===== src/rtl/sg_table_walker.sv =====
module sg_table_walker #(
  parameter int AW         = 32,
  parameter int LEN_W      = 24,
  parameter int PAGE_BYTES = 4096
) (
  input  logic             clk,
  input  logic             rst_n,
  input  logic             start,
  input  logic             resume,
  input  logic             rewind,
  input  logic             to_mem,
  input  logic [AW-1:0]    table_base,
  input  logic [LEN_W-1:0] xfer_bytes,
  output logic             busy,
  output logic             done,
  output logic             complete,
  output logic             mem_valid,
  input  logic             mem_ready,
  output logic             mem_write,
  output logic             mem_word,
  output logic [AW-1:0]    mem_addr,
  output logic [7:0]       mem_wdata,
  input  logic             mem_rvalid,
  input  logic [31:0]      mem_rdata,
  input  logic             src_valid,
  output logic             src_ready,
  input  logic [7:0]       src_data,
  output logic             snk_valid,
  output logic [7:0]       snk_data
);
  localparam int RL_W = 17;
  localparam logic [RL_W-1:0] FULL_REGION = RL_W'(65536);
  localparam logic [AW-1:0]   PAGE_LIM    = AW'(PAGE_BYTES);
  localparam logic [AW-1:0]   DESC_STEP   = AW'(8);
  localparam logic [AW-1:0]   CTRL_OFS    = AW'(4);

  typedef enum logic [3:0] {
    S_IDLE, S_CHECK, S_AREQ, S_AWAIT, S_CREQ, S_CWAIT, S_WR, S_RREQ, S_RWAIT
  } st_t;

  st_t              st;
  logic [AW-1:0]    base_q, ptr_q, raddr_q;
  logic [RL_W-1:0]  rlen_q;
  logic [LEN_W-1:0] rem_q;
  logic             last_q, dir_q, done_q, ok_q;

  logic [AW-1:0]    tbase_al;
  logic [RL_W-1:0]  dec_len;
  logic             page_out, byte_fire, keep_going;

  assign tbase_al   = {table_base[AW-1:2], 2'b00};
  assign page_out   = (ptr_q - base_q) >= PAGE_LIM;
  assign dec_len    = (mem_rdata[15:1] == 15'd0) ? FULL_REGION
                                                 : {1'b0, mem_rdata[15:1], 1'b0};
  assign byte_fire  = (st == S_WR && src_valid && mem_ready) ||
                      (st == S_RWAIT && mem_rvalid);
  assign keep_going = (rem_q > LEN_W'(1)) && (rlen_q > RL_W'(1));

  assign busy      = (st != S_IDLE);
  assign done      = done_q;
  assign complete  = ok_q;
  assign mem_valid = (st == S_AREQ) || (st == S_CREQ) || (st == S_RREQ) ||
                     (st == S_WR && src_valid);
  assign mem_write = (st == S_WR);
  assign mem_word  = (st == S_AREQ) || (st == S_CREQ);
  assign mem_addr  = (st == S_AREQ) ? ptr_q :
                     (st == S_CREQ) ? ptr_q + CTRL_OFS : raddr_q;
  assign mem_wdata = src_data;
  assign src_ready = (st == S_WR) && mem_ready;
  assign snk_valid = (st == S_RWAIT) && mem_rvalid;
  assign snk_data  = mem_rdata[7:0];

  always_ff @(posedge clk) begin
    if (!rst_n) begin
      st      <= S_IDLE;
      base_q  <= '0;
      ptr_q   <= '0;
      raddr_q <= '0;
      rlen_q  <= '0;
      rem_q   <= '0;
      last_q  <= 1'b0;
      dir_q   <= 1'b0;
      done_q  <= 1'b0;
      ok_q    <= 1'b0;
    end else begin
      done_q <= 1'b0;
      case (st)
        S_IDLE: begin
          if (start) begin
            base_q  <= tbase_al;
            ptr_q   <= tbase_al;
            raddr_q <= '0;
            rlen_q  <= '0;
            last_q  <= 1'b0;
            rem_q   <= xfer_bytes;
            dir_q   <= to_mem;
            st      <= S_CHECK;
          end else begin
            if (rewind) begin
              base_q <= tbase_al;
              ptr_q  <= tbase_al;
            end
            if (resume) begin
              rem_q <= xfer_bytes;
              dir_q <= to_mem;
              st    <= S_CHECK;
            end
          end
        end
        S_CHECK: begin
          if (rem_q == '0) begin
            done_q <= 1'b1;
            ok_q   <= 1'b1;
            st     <= S_IDLE;
          end else if (rlen_q != '0) begin
            st <= dir_q ? S_WR : S_RREQ;
          end else if (last_q || page_out) begin
            done_q <= 1'b1;
            ok_q   <= 1'b0;
            st     <= S_IDLE;
          end else begin
            st <= S_AREQ;
          end
        end
        S_AREQ:  if (mem_ready) st <= S_AWAIT;
        S_AWAIT: if (mem_rvalid) begin
          raddr_q <= AW'(mem_rdata);
          st      <= S_CREQ;
        end
        S_CREQ:  if (mem_ready) st <= S_CWAIT;
        S_CWAIT: if (mem_rvalid) begin
          rlen_q <= dec_len;
          last_q <= mem_rdata[31];
          ptr_q  <= ptr_q + DESC_STEP;
          st     <= S_CHECK;
        end
        S_WR:    if (src_valid && mem_ready) st <= keep_going ? S_WR : S_CHECK;
        S_RREQ:  if (mem_ready) st <= S_RWAIT;
        S_RWAIT: if (mem_rvalid) st <= keep_going ? S_RREQ : S_CHECK;
        default: st <= S_IDLE;
      endcase
      if (byte_fire) begin
        raddr_q <= raddr_q + AW'(1);
        rlen_q  <= rlen_q - RL_W'(1);
        rem_q   <= rem_q - LEN_W'(1);
      end
    end
  end


  done_pulse_chk: assert property (@(posedge clk) disable iff (!rst_n)
    done |=> !done);


  done_status_chk: assert property (@(posedge clk) disable iff (!rst_n)
    done |-> (complete == (rem_q == '0)));


  fetch_window_chk: assert property (@(posedge clk) disable iff (!rst_n)
    (mem_valid && mem_word) |-> (mem_addr[1:0] == 2'b00 && (mem_addr - base_q) < PAGE_LIM));


  one_outstanding_chk: assert property (@(posedge clk) disable iff (!rst_n)
    (mem_valid && mem_ready && !mem_write) |=> !mem_valid);


  byte_bound_chk: assert property (@(posedge clk) disable iff (!rst_n)
    byte_fire |-> (rlen_q != '0 && rem_q != '0));


  idle_quiet_chk: assert property (@(posedge clk) disable iff (!rst_n)
    !busy |-> (!mem_valid && !snk_valid && !src_ready));
endmodule


===== config.mk =====
export PLATFORM = sky130hd
export DESIGN_NAME = sg_table_walker
export DESIGN_NICKNAME = d
export VERILOG_FILES = /design/src/rtl/sg_table_walker.sv
export SDC_FILE = /design/constraint.sdc
export NUM_CORES = 1
export LEC_CHECK = 0
export BUFFER_PORTS_ARGS = -buffer_cell sky130_fd_sc_hd__buf_2
export CORE_MARGIN = 2
export CORE_UTILIZATION = 35
export DETAILED_ROUTE_END_ITERATION = 16
export PLACE_DENSITY = 0.6
export SLEW_MARGIN = 10
export SYNTH_ARGS = -nofsm -noshare
export SYNTH_HDL_FRONTEND = slang
export SYNTH_SLANG_ARGS = --single-unit

===== constraint.sdc =====
create_clock -name clk -period 6.5 [get_ports clk]
set_input_delay 0.325 -clock clk [delete_from_list [all_inputs] [get_ports clk]]
set_output_delay 0.325 -clock clk [all_outputs]
set_load 0.02 [all_outputs]

== Word-level counts from Yosys, hierarchy flattened ==
Cells that the tools add are included.

* Register bits: 145
* Bits in latches: 0
* Bits in writable memories: 0
* Bits in read-only memories: 0
* Logic and storage cells: 121
* Memories: 0

* Add/sub/neg operators: 6
* Multipliers: 0
* Div/mod/pow operators: 0
* Order comparisons: 3
* Eq/ne operators: 22
* Shift-type cells: 0
* Multiplexer cells: 46
* Bitwise gates (word level): 0
* Reductions and logical operators: 34

{| class="wikitable"
|+ Operators by type and width
! cell !! number
|-
| 32-bit 2-to-1 mux || 8
|-
| 32-bit one-hot mux with 2 select lines || 2
|-
| 24-bit 2-to-1 mux || 4
|-
| 17-bit 2-to-1 mux || 4
|-
| 4-bit 2-to-1 mux || 9
|-
| 4-bit one-hot mux with 9 select lines || 1
|-
| 17-bit one-hot mux with 2 select lines || 1
|-
| 32-bit by 1-bit adder with 32-bit output (second input constant) || 1
|-
| 32-bit by 3-bit adder with 32-bit output (second input constant) || 1
|-
| 32-bit by 4-bit adder with 32-bit output (second input constant) || 1
|-
| 32-bit by 13-bit greater-or-equal comparator with 1-bit output (second input constant) || 1
|-
| 32-bit subtractor || 1
|-
| 24-bit by 1-bit greater-than comparator with 1-bit output (second input constant) || 1
|-
| 24-bit zero test || 1
|-
| 24-bit by 1-bit subtractor with 24-bit output (second input constant) || 1
|-
| 17-bit by 1-bit greater-than comparator with 1-bit output (second input constant) || 1
|-
| 17-bit nonzero test || 1
|-
| 17-bit by 1-bit subtractor with 17-bit output (second input constant) || 1
|-
| 4-bit by 3-bit equality test with 1-bit output (second input constant) || 4
|-
| 2-bit inequality test (second input constant) || 8
|-
| 15-bit zero test || 1
|-
| 3-bit inequality test (second input constant) || 5
|-
| 3-bit AND reduction || 5
|-
| 3-bit 2-to-1 mux || 4
|-
| 15 further kinds || 44
|}

== Depth between registers and ports, before layout ==
Gate-level depths: netlist of the first run.

* Depth after elaboration: 7
* Gate-level depth with buffers: 13
* Depth with buffers taken out: 13

== Worst setup path before layout of the first run ==
OpenSTA, ideal clock, no wires.

* Path kind: register -> register
* From: reg ptr_q[2]
* To: reg done_q, in the netlist done
* Arrival time: 2.786 ns
* Required time: 6.366 ns
* Slack: 3.581 ns
* Cell stages (with the launch flop): 13
* Period minus slack after synthesis: 2.919 ns
* Cell sequence: dfxtp_1 inv_1 ha_1 inv_1 fa_1 a21o_1 a221oi_2 o221ai_1 nor3_1 a31oi_1 or4_1 nor4_1 a211oi_1

* Cells in the longest elaborated chain, start to end: 6

{| class="wikitable"
|+ Ends and longest elaborated chain
! what !! line !! text
|-
| from (decl) || 42 || <nowiki>logic [AW-1:0] base_q, ptr_q, raddr_q;</nowiki>
|-
| from (signal assigned) || 91 || <nowiki>ptr_q <= tbase_al;</nowiki>
|-
| from (signal assigned) || 101 || <nowiki>ptr_q <= tbase_al;</nowiki>
|-
| from (signal assigned) || 134 || <nowiki>ptr_q <= ptr_q + DESC_STEP;</nowiki>
|-
| 32-bit subtractor || 52 || <nowiki>assign page_out = (ptr_q - base_q) >= PAGE_LIM;</nowiki>
|-
| 32-bit by 13-bit greater-or-equal comparator with 1-bit output || 52 ||
|-
| 1-bit logical OR || 117 || <nowiki>end else if (last_q || page_out) begin</nowiki>
|-
| 1-bit 2-to-1 mux || 117 ||
|-
| 1-bit 2-to-1 mux || 115 || <nowiki>end else if (rlen_q != '0) begin</nowiki>
|-
| 1-bit 2-to-1 mux || 111 || <nowiki>if (rem_q == '0) begin</nowiki>
|-
| to (signal assigned) || 86 || <nowiki>done_q <= 1'b0;</nowiki>
|-
| to (signal assigned) || 112 || <nowiki>done_q <= 1'b1;</nowiki>
|-
| to (signal assigned) || 118 || <nowiki>done_q <= 1'b1;</nowiki>
|-
| to (decl) || 45 || <nowiki>logic last_q, dir_q, done_q, ok_q;</nowiki>
|}

No other way between the ends.
A chain may end at the register's enable or synchronous reset.

== Worst setup path in the final report of the first run ==
* From: reg ptr_q[3]
* To: out mem_addr[25]

* Cells in the longest elaborated chain, start to end: 3

{| class="wikitable"
|+ Ends and longest elaborated chain
! what !! line !! text
|-
| 32-bit by 3-bit adder with 32-bit output || 67 || <nowiki>(st == S_CREQ) ? ptr_q + CTRL_OFS : raddr_q;</nowiki>
|-
| 32-bit 2-to-1 mux || 67 ||
|-
| 32-bit 2-to-1 mux || 66 || <nowiki>assign mem_addr = (st == S_AREQ) ? ptr_q :</nowiki>
|-
| to (decl) || 21 || <nowiki>output logic [AW-1:0] mem_addr,</nowiki>
|}

No other way between the ends.

==> results of run 1 <==
layout by cell type (no fill, tap or decap), drive strengths merged, types with 16 or more instances in the layout:
master and instances:
and3 35, ha 36, nor3 50, a21oi 219, nand4 18, a211oi 19, a22oi 16, nand3 45
nand2 221, nor2 185, o211ai 19, buf 159, dfxtp 141, inv 55, nor4 24, clkbuf 22
a31oi 26, o21ai 110, a21o 16
worst max-delay path by stage:
stage,start,end,slack (ns),cells after the start
2_1_floorplan,ptr_q[2]$_SDFFE_PN0P_,done$_SDFF_PN0_,3.58,12
3_3_place_gp,ptr_q[2]$_SDFFE_PN0P_,done$_SDFF_PN0_,2.85,12
3_5_place_dp,ptr_q[2]$_SDFFE_PN0P_,done$_SDFF_PN0_,2.83,12
4_1_cts,ptr_q[3]$_SDFFE_PN0P_,mem_addr[25],2.61,11
5_1_grt,ptr_q[3]$_SDFFE_PN0P_,mem_addr[25],2.39,11
6_report,ptr_q[3]$_SDFFE_PN0P_,mem_addr[25],2.52,11
per-layer routing:
layer  track usage (%)  vias to the layer above
met1              33.4                     5673
met3              2.74                       53
met4              7.82                        2
li1                  -                     5799
met2              37.9                      426
met5                 0                        -
cell families after synthesis:
group,share of synthesized area (%)
multiplexers,0.782
buffers and inverters,6.52
adder cells (fa/ha/maj),4.46
AND/OR/NAND/NOR,28.5
AO/OA/AOI/OAI,31.5
flip-flops,26.7
XOR/XNOR,1.49
registers in the layout, indices dropped and copies added (netlist names):
register  flops
last_q        1
dir_q         1
rlen_q       17
raddr_q      32
base_q       30
ptr_q        30
complete      1
done          1
rem_q        24
st            4
area by class of cell:
type	count	area, µm²
clock buffers	22	464
clock inverters	9	110
fillers	3215	17600
inverters	53	201
multi-input cells	1247	7080
flip-flops and latches	141	2820
well taps	390	488
repair buffers	159	838
power by group through the flow:
stage | registers, W | clock network, W | logic [W]
finish | 0.00139 | 0.000985 | 0.00362
global placement | 0.00138 | 0 | 0.00352
global route | 0.00142 | 0.00104 | 0.00399
CTS | 0.00137 | 0.00100 | 0.00358
detailed placement | 0.00139 | 0 | 0.00356
floorplan | 0.00126 | 0 | 0.00274
through the flow:
stage / instances / power (W)
after global routing: 2021 / 0.00645
after floorplan: 1544 / 0.00400
final: 2021 / 0.00599
after detailed placement: 1990 / 0.00495
after CTS: 2021 / 0.00595
after global placement: 1990 / 0.00491
worst max-delay path, cell delays in order, from the launching register on:
cell and delay, ns:
dfxtp_1 0.54, ha_1 0.29, nand3_1 0.15, or4b_4 0.56, nor3_4 0.30, and3_4 0.26
nand3_4 0.12, nor2_1 0.15, a21oi_1 0.07, o21ai_0 0.16, o311ai_0 0.33, buf_2 0.29
==> impl_metrics.ini, run 1 <==
[status]
status = completed

[clock_tree]
cts_tree = done
htreeDepth = 4
clk_path_buf_depth = 2
clock_sinks = 141
cts_root_buf = clkbuf_16
post_cts_resized = 0
path_clk_slew_ns = 0.06
postCtsSetupRepairBufs = 0
cts_hold_buf = 0
clock_latency_ns = 0.43
cts_buffers = 17

[critical_path]
worst-r2r-setup-slack_ns = 2.75
r2r-end = done$_SDFF_PN0_
worst_ep_arrival_time_ns = 3.66
ff2ff_path_depth = 12
r2r_start = ptr_q[2]$_SDFFE_PN0P_
critPathKind = flop to primary output
startpoint_type = flop
critPathMaxFanout = 8
cp-end-kind = primary output
required_ns = 6.17

[routing]
vias = 11953
finalWirelength_mm = 38.3
highest-signal-layer = met5
wl_met1_mm = 17.4
wl_per_cell_um = 18.9
drt_first_iter_violations = 1252
wl_met2_mm = 17.7
drtPass1Iterations = 6
drc = 0
viasPerCell = 5.91
ant_nets = 0
wl_met3_mm = 2.26

[sta]
setup_tns_ns = 0
maxClockFrequency_mhz = 251
finalHoldViolations = 0
post-route-period-util_pct = 61.3
period_needed_ns = 3.98
tightest_slew_ns = 1.06
drv_slew = 0
hold_ws_ns = 0.124
clock_skew_ns = 0.0120
slew_headroom_pct = 29.0
setup_slack_ns = 2.52
setup_viol_count_final = 0
rsz0062_at_grt = no

[synth]
synth_ff_type = dfxtp_1
netlist_area_um2 = 10600
syn_area_per_cell_um2 = 6.84
synth_nets = 1686
async_reset_ff_share_pct = 0
synth_cell_types = 82
synthTopCellsByArea = dfxtp_1 (27%), a21oi_1 (10%), nand2_1 (7.9%)
synth_top_area_share_pct = 26.7
yosysWarnings = 0
synth_area_leader_cell = dfxtp_1
ys_ff_latch = 141
yosysSeqAreaShare_pct = 26.7
synth_edf_count = 0
synthTopCellsByCount = nand2_1 (221), a21oi_1 (215), nor2_1 (183)
yosysMostFrequentCell = nand2_1
synth_cells = 1544

[placed_design]
portBuffers = 142
dp_hpwl_mm = 28.4
place_ws_ns = 2.83
placed_area_um2 = 11400
gp_congestion = 0.900

[finish]
diodes = 0
final_core_util_pct = 40.5
syn_to_final_growth_pct = 13.7
layout.nets = 1761
drive_above_1_share_pct = 13.9
stdcell_area_um2 = 12000

[power]
net-switching-power_w = 0.00301
sw_frac_of_total_pct = 50.3
clkPwrFrac_pct = 16.4
intPower_w = 0.00298
p_seq_share_pct = 23.2
p_leak_nw = 4.72
p_per_area_nw_per_um2 = 499
combPwrFrac_pct = 60.4
vdd.ir_drop.worst_mv = 0.206

[global_routing]
grt-ovfl-total = 0
grt_pass1_vias = 10609
grt_usage_pct = 23.8
antenna_found_initial = 1
grt_pass1_wl_mm = 59.1
grt_max_degree = 86

[worst_hold_path]
worstHoldEndpoint = rem_q[10]$_SDFFE_PN0P_
hold_depth = 3
hold_start = xfer_bytes[10]
hold_path.class = input port to flop

[floorplan]
start_util_pct = 35.6
die_y_um = 178
dieArea_um2 = 31600
num_rows = 63
pin_count = 161
core_um2 = 29600
dieWidth_um = 178

[run]
drv_cap = 0
Power figures use the tool's default switching activity.
==> run 2: changes to the inputs <==
==> constraint.sdc (replaced) <==
create_clock -name clk -period 3.7 [get_ports clk]
set_input_delay 0.185 -clock clk [delete_from_list [all_inputs] [get_ports clk]]
set_output_delay 0.185 -clock clk [all_outputs]
set_load 0.02 [all_outputs]
==> impl_metrics.ini, run 2 (synthesized netlist as in run 1, its figures left out) <==
[status]
status = completed

[floorplan]
dieArea_um2 = 31600
start_util_pct = 35.6
num_rows = 63
pin_count = 161
die_y_um = 178
dieWidth_um = 178
core_um2 = 29600

[power]
vdd.ir_drop.worst_mv = 0.378
p_per_area_nw_per_um2 = 873
sw_frac_of_total_pct = 49.4
intPower_w = 0.00547
fin_total_pwr_w = 0.0108
clkPwrFrac_pct = 17.4
combPwrFrac_pct = 60.7
p_seq_share_pct = 21.9
net-switching-power_w = 0.00535
p_leak_nw = 4.92

[sta]
maxClockFrequency_mhz = 288
slew_headroom_pct = 41.4
setup_viol_count_final = 0
setup_slack_ns = 0.229
finalHoldViolations = 0
period_needed_ns = 3.47
post-route-period-util_pct = 93.8
rsz0062_at_grt = no
setup_tns_ns = 0
drv_slew = 0
tightest_slew_ns = 0.876
clock_skew_ns = 0.0121

[placed_design]
place_inst = 2008
portBuffers = 142
gp_congestion = 0.918
dp_hpwl_mm = 28.9
placed_area_um2 = 11600
place_ws_ns = 0.366

[clock_tree]
cts_buffers = 17
path_clk_slew_ns = 0.07
clock_latency_ns = 0.44
cts_tree = done
clk_path_buf_depth = 2
clock_sinks = 141
cts_root_buf = clkbuf_16
htreeDepth = 4

[finish]
diodes = 0
regMostFlops = raddr_q
largest_reg_flops = 32
layout_common_cells = nand2_1 (221), a21oi_1 (215), nor2_1 (180), buf_2 (142), dfxtp_1 (140)
layout_commonest_cell = nand2_1
syn_to_final_growth_pct = 17.3
stdcell_area_um2 = 12400
drive_above_1_share_pct = 15.1
layout.nets = 1796
nFillCells = 3200
top_regs = raddr_q x32, base_q x30, ptr_q x30
stdcell_count = 2056

[global_routing]
grt-ovfl-total = 0
grt_usage_pct = 24.3
grt_max_degree = 71
grt_pass1_vias = 10922
grt_pass1_wl_mm = 60.4
antenna_found_initial = 1

[critical_path]
worst_ep_arrival_time_ns = 3.29
crit_slowest_cell = dfxtp_1
crit_path_cell_trace = and3_1, nand2_1, nor3_1, nand2b_1, or2_2, nor4_1, a21oi_1, o21ai_0, buf_2
cp_slowest_stage_delay_ns = 0.57
critPathMaxFanout = 8
required_ns = 3.51
cp-end-kind = primary output
critPathKind = flop to primary output
ff2ff_path_depth = 13
startpoint_type = flop

[routing]
wl_per_cell_um = 18.7
drc = 0
drt_first_iter_violations = 1228
vias = 12107
viasPerCell = 5.89
drtPass1Iterations = 6
finalWirelength_mm = 38.5
ant_nets = 0

[worst_hold_path]
hold_path.class = input port to flop
hold_depth = 3

[run]
drv_cap = 0
-- run 2: cell types whose count changed in the layout (fill, tap and decap cells not counted), moves of 2 or more --
cell,previous run,this run
clkbuf_1,3,1
dlygate4sd3_1,0,14
clkinvlp_4,3,1
buf_4,17,37
bufinv_16,2,4
clkinv_4,0,3
-- run 2: worst paths after layout --
check | start | endpoint | slack [ns]
worst max-delay path | ptr_q[22]$_SDFFE_PN0P_ | mem_addr[31] | 0.23
worst min-delay path | xfer_bytes[21] | rem_q[21]$_SDFFE_PN0P_ | 0.01
worst max register to register | ptr_q[2]$_SDFFE_PN0P_ | st[1]$_SDFFE_PN0P_ | 0.38
worst min register to register | base_q[30]$_SDFFE_PN0P_ | base_q[30]$_SDFFE_PN0P_ | 0.45
-- run 2: metrics by stage --
| stage | utilization (%) | hold WS [ns] |
|---|---|---|
| 6_report | 41.8 | 0.0149 |
| 5_1_grt | 41.8 | 0.00811 |
| 4_1_cts | 41.7 | 0.00549 |
| 3_5_place_dp | 39.1 | 0.370 |
| 3_3_place_gp | 39.1 | 0.370 |
| 2_1_floorplan | - | 0.319 |
-- run 2: repair_timing --
item                       4_1_cts  5_1_grt
pin swaps                        0        2
gates resized for setup          1        4
hold buffers                    14        0
setup endpoints to repair        2        2
hold endpoints to repair        14        0
buffers inserted                 0        3
-- run 2: worst max-delay path: cells and delay by family (launching register included) --
family	cells	cell delay [ns]
AO/OA/AOI/OAI	2	0.38
buffers and inverters	1	0.24
flip-flops	1	0.57
AND/OR/NAND/NOR	6	1.65
-- run 2: power by group through the flow --
stage / clock (W) / sequential (W) / combinational, W
floorplan: 0 / 0.00221 / 0.00481
global placement: 0 / 0.00236 / 0.00638
detailed placement: 0 / 0.00237 / 0.00645
CTS: 0.00192 / 0.00234 / 0.00649
global route: 0.00197 / 0.00242 / 0.00726
finish: 0.00188 / 0.00236 / 0.00657
-- run 2: layout make-up --
class / count / area, µm² / area share, %
tap: 390 / 488 / 3.94
multi-input combinational: 1247 / 7100 / 57.3
timing repair buffer: 194 / 1150 / 9.27
inverter: 53 / 201 / 1.63
clock inverter: 12 / 185 / 1.49
sequential: 141 / 2830 / 22.8
clock buffer: 19 / 443 / 3.58
-- run 2: per-layer routing --
metal | up-vias | track usage, % | part of all wire [%]
met3 | 69 | 3.58 | 7.4
met5 | - | 0 | 0.018
li1 | 5857 | - | -
met4 | 2 | 8.16 | 2.9
met2 | 515 | 38.9 | 46
met1 | 5664 | 33.3 | 44
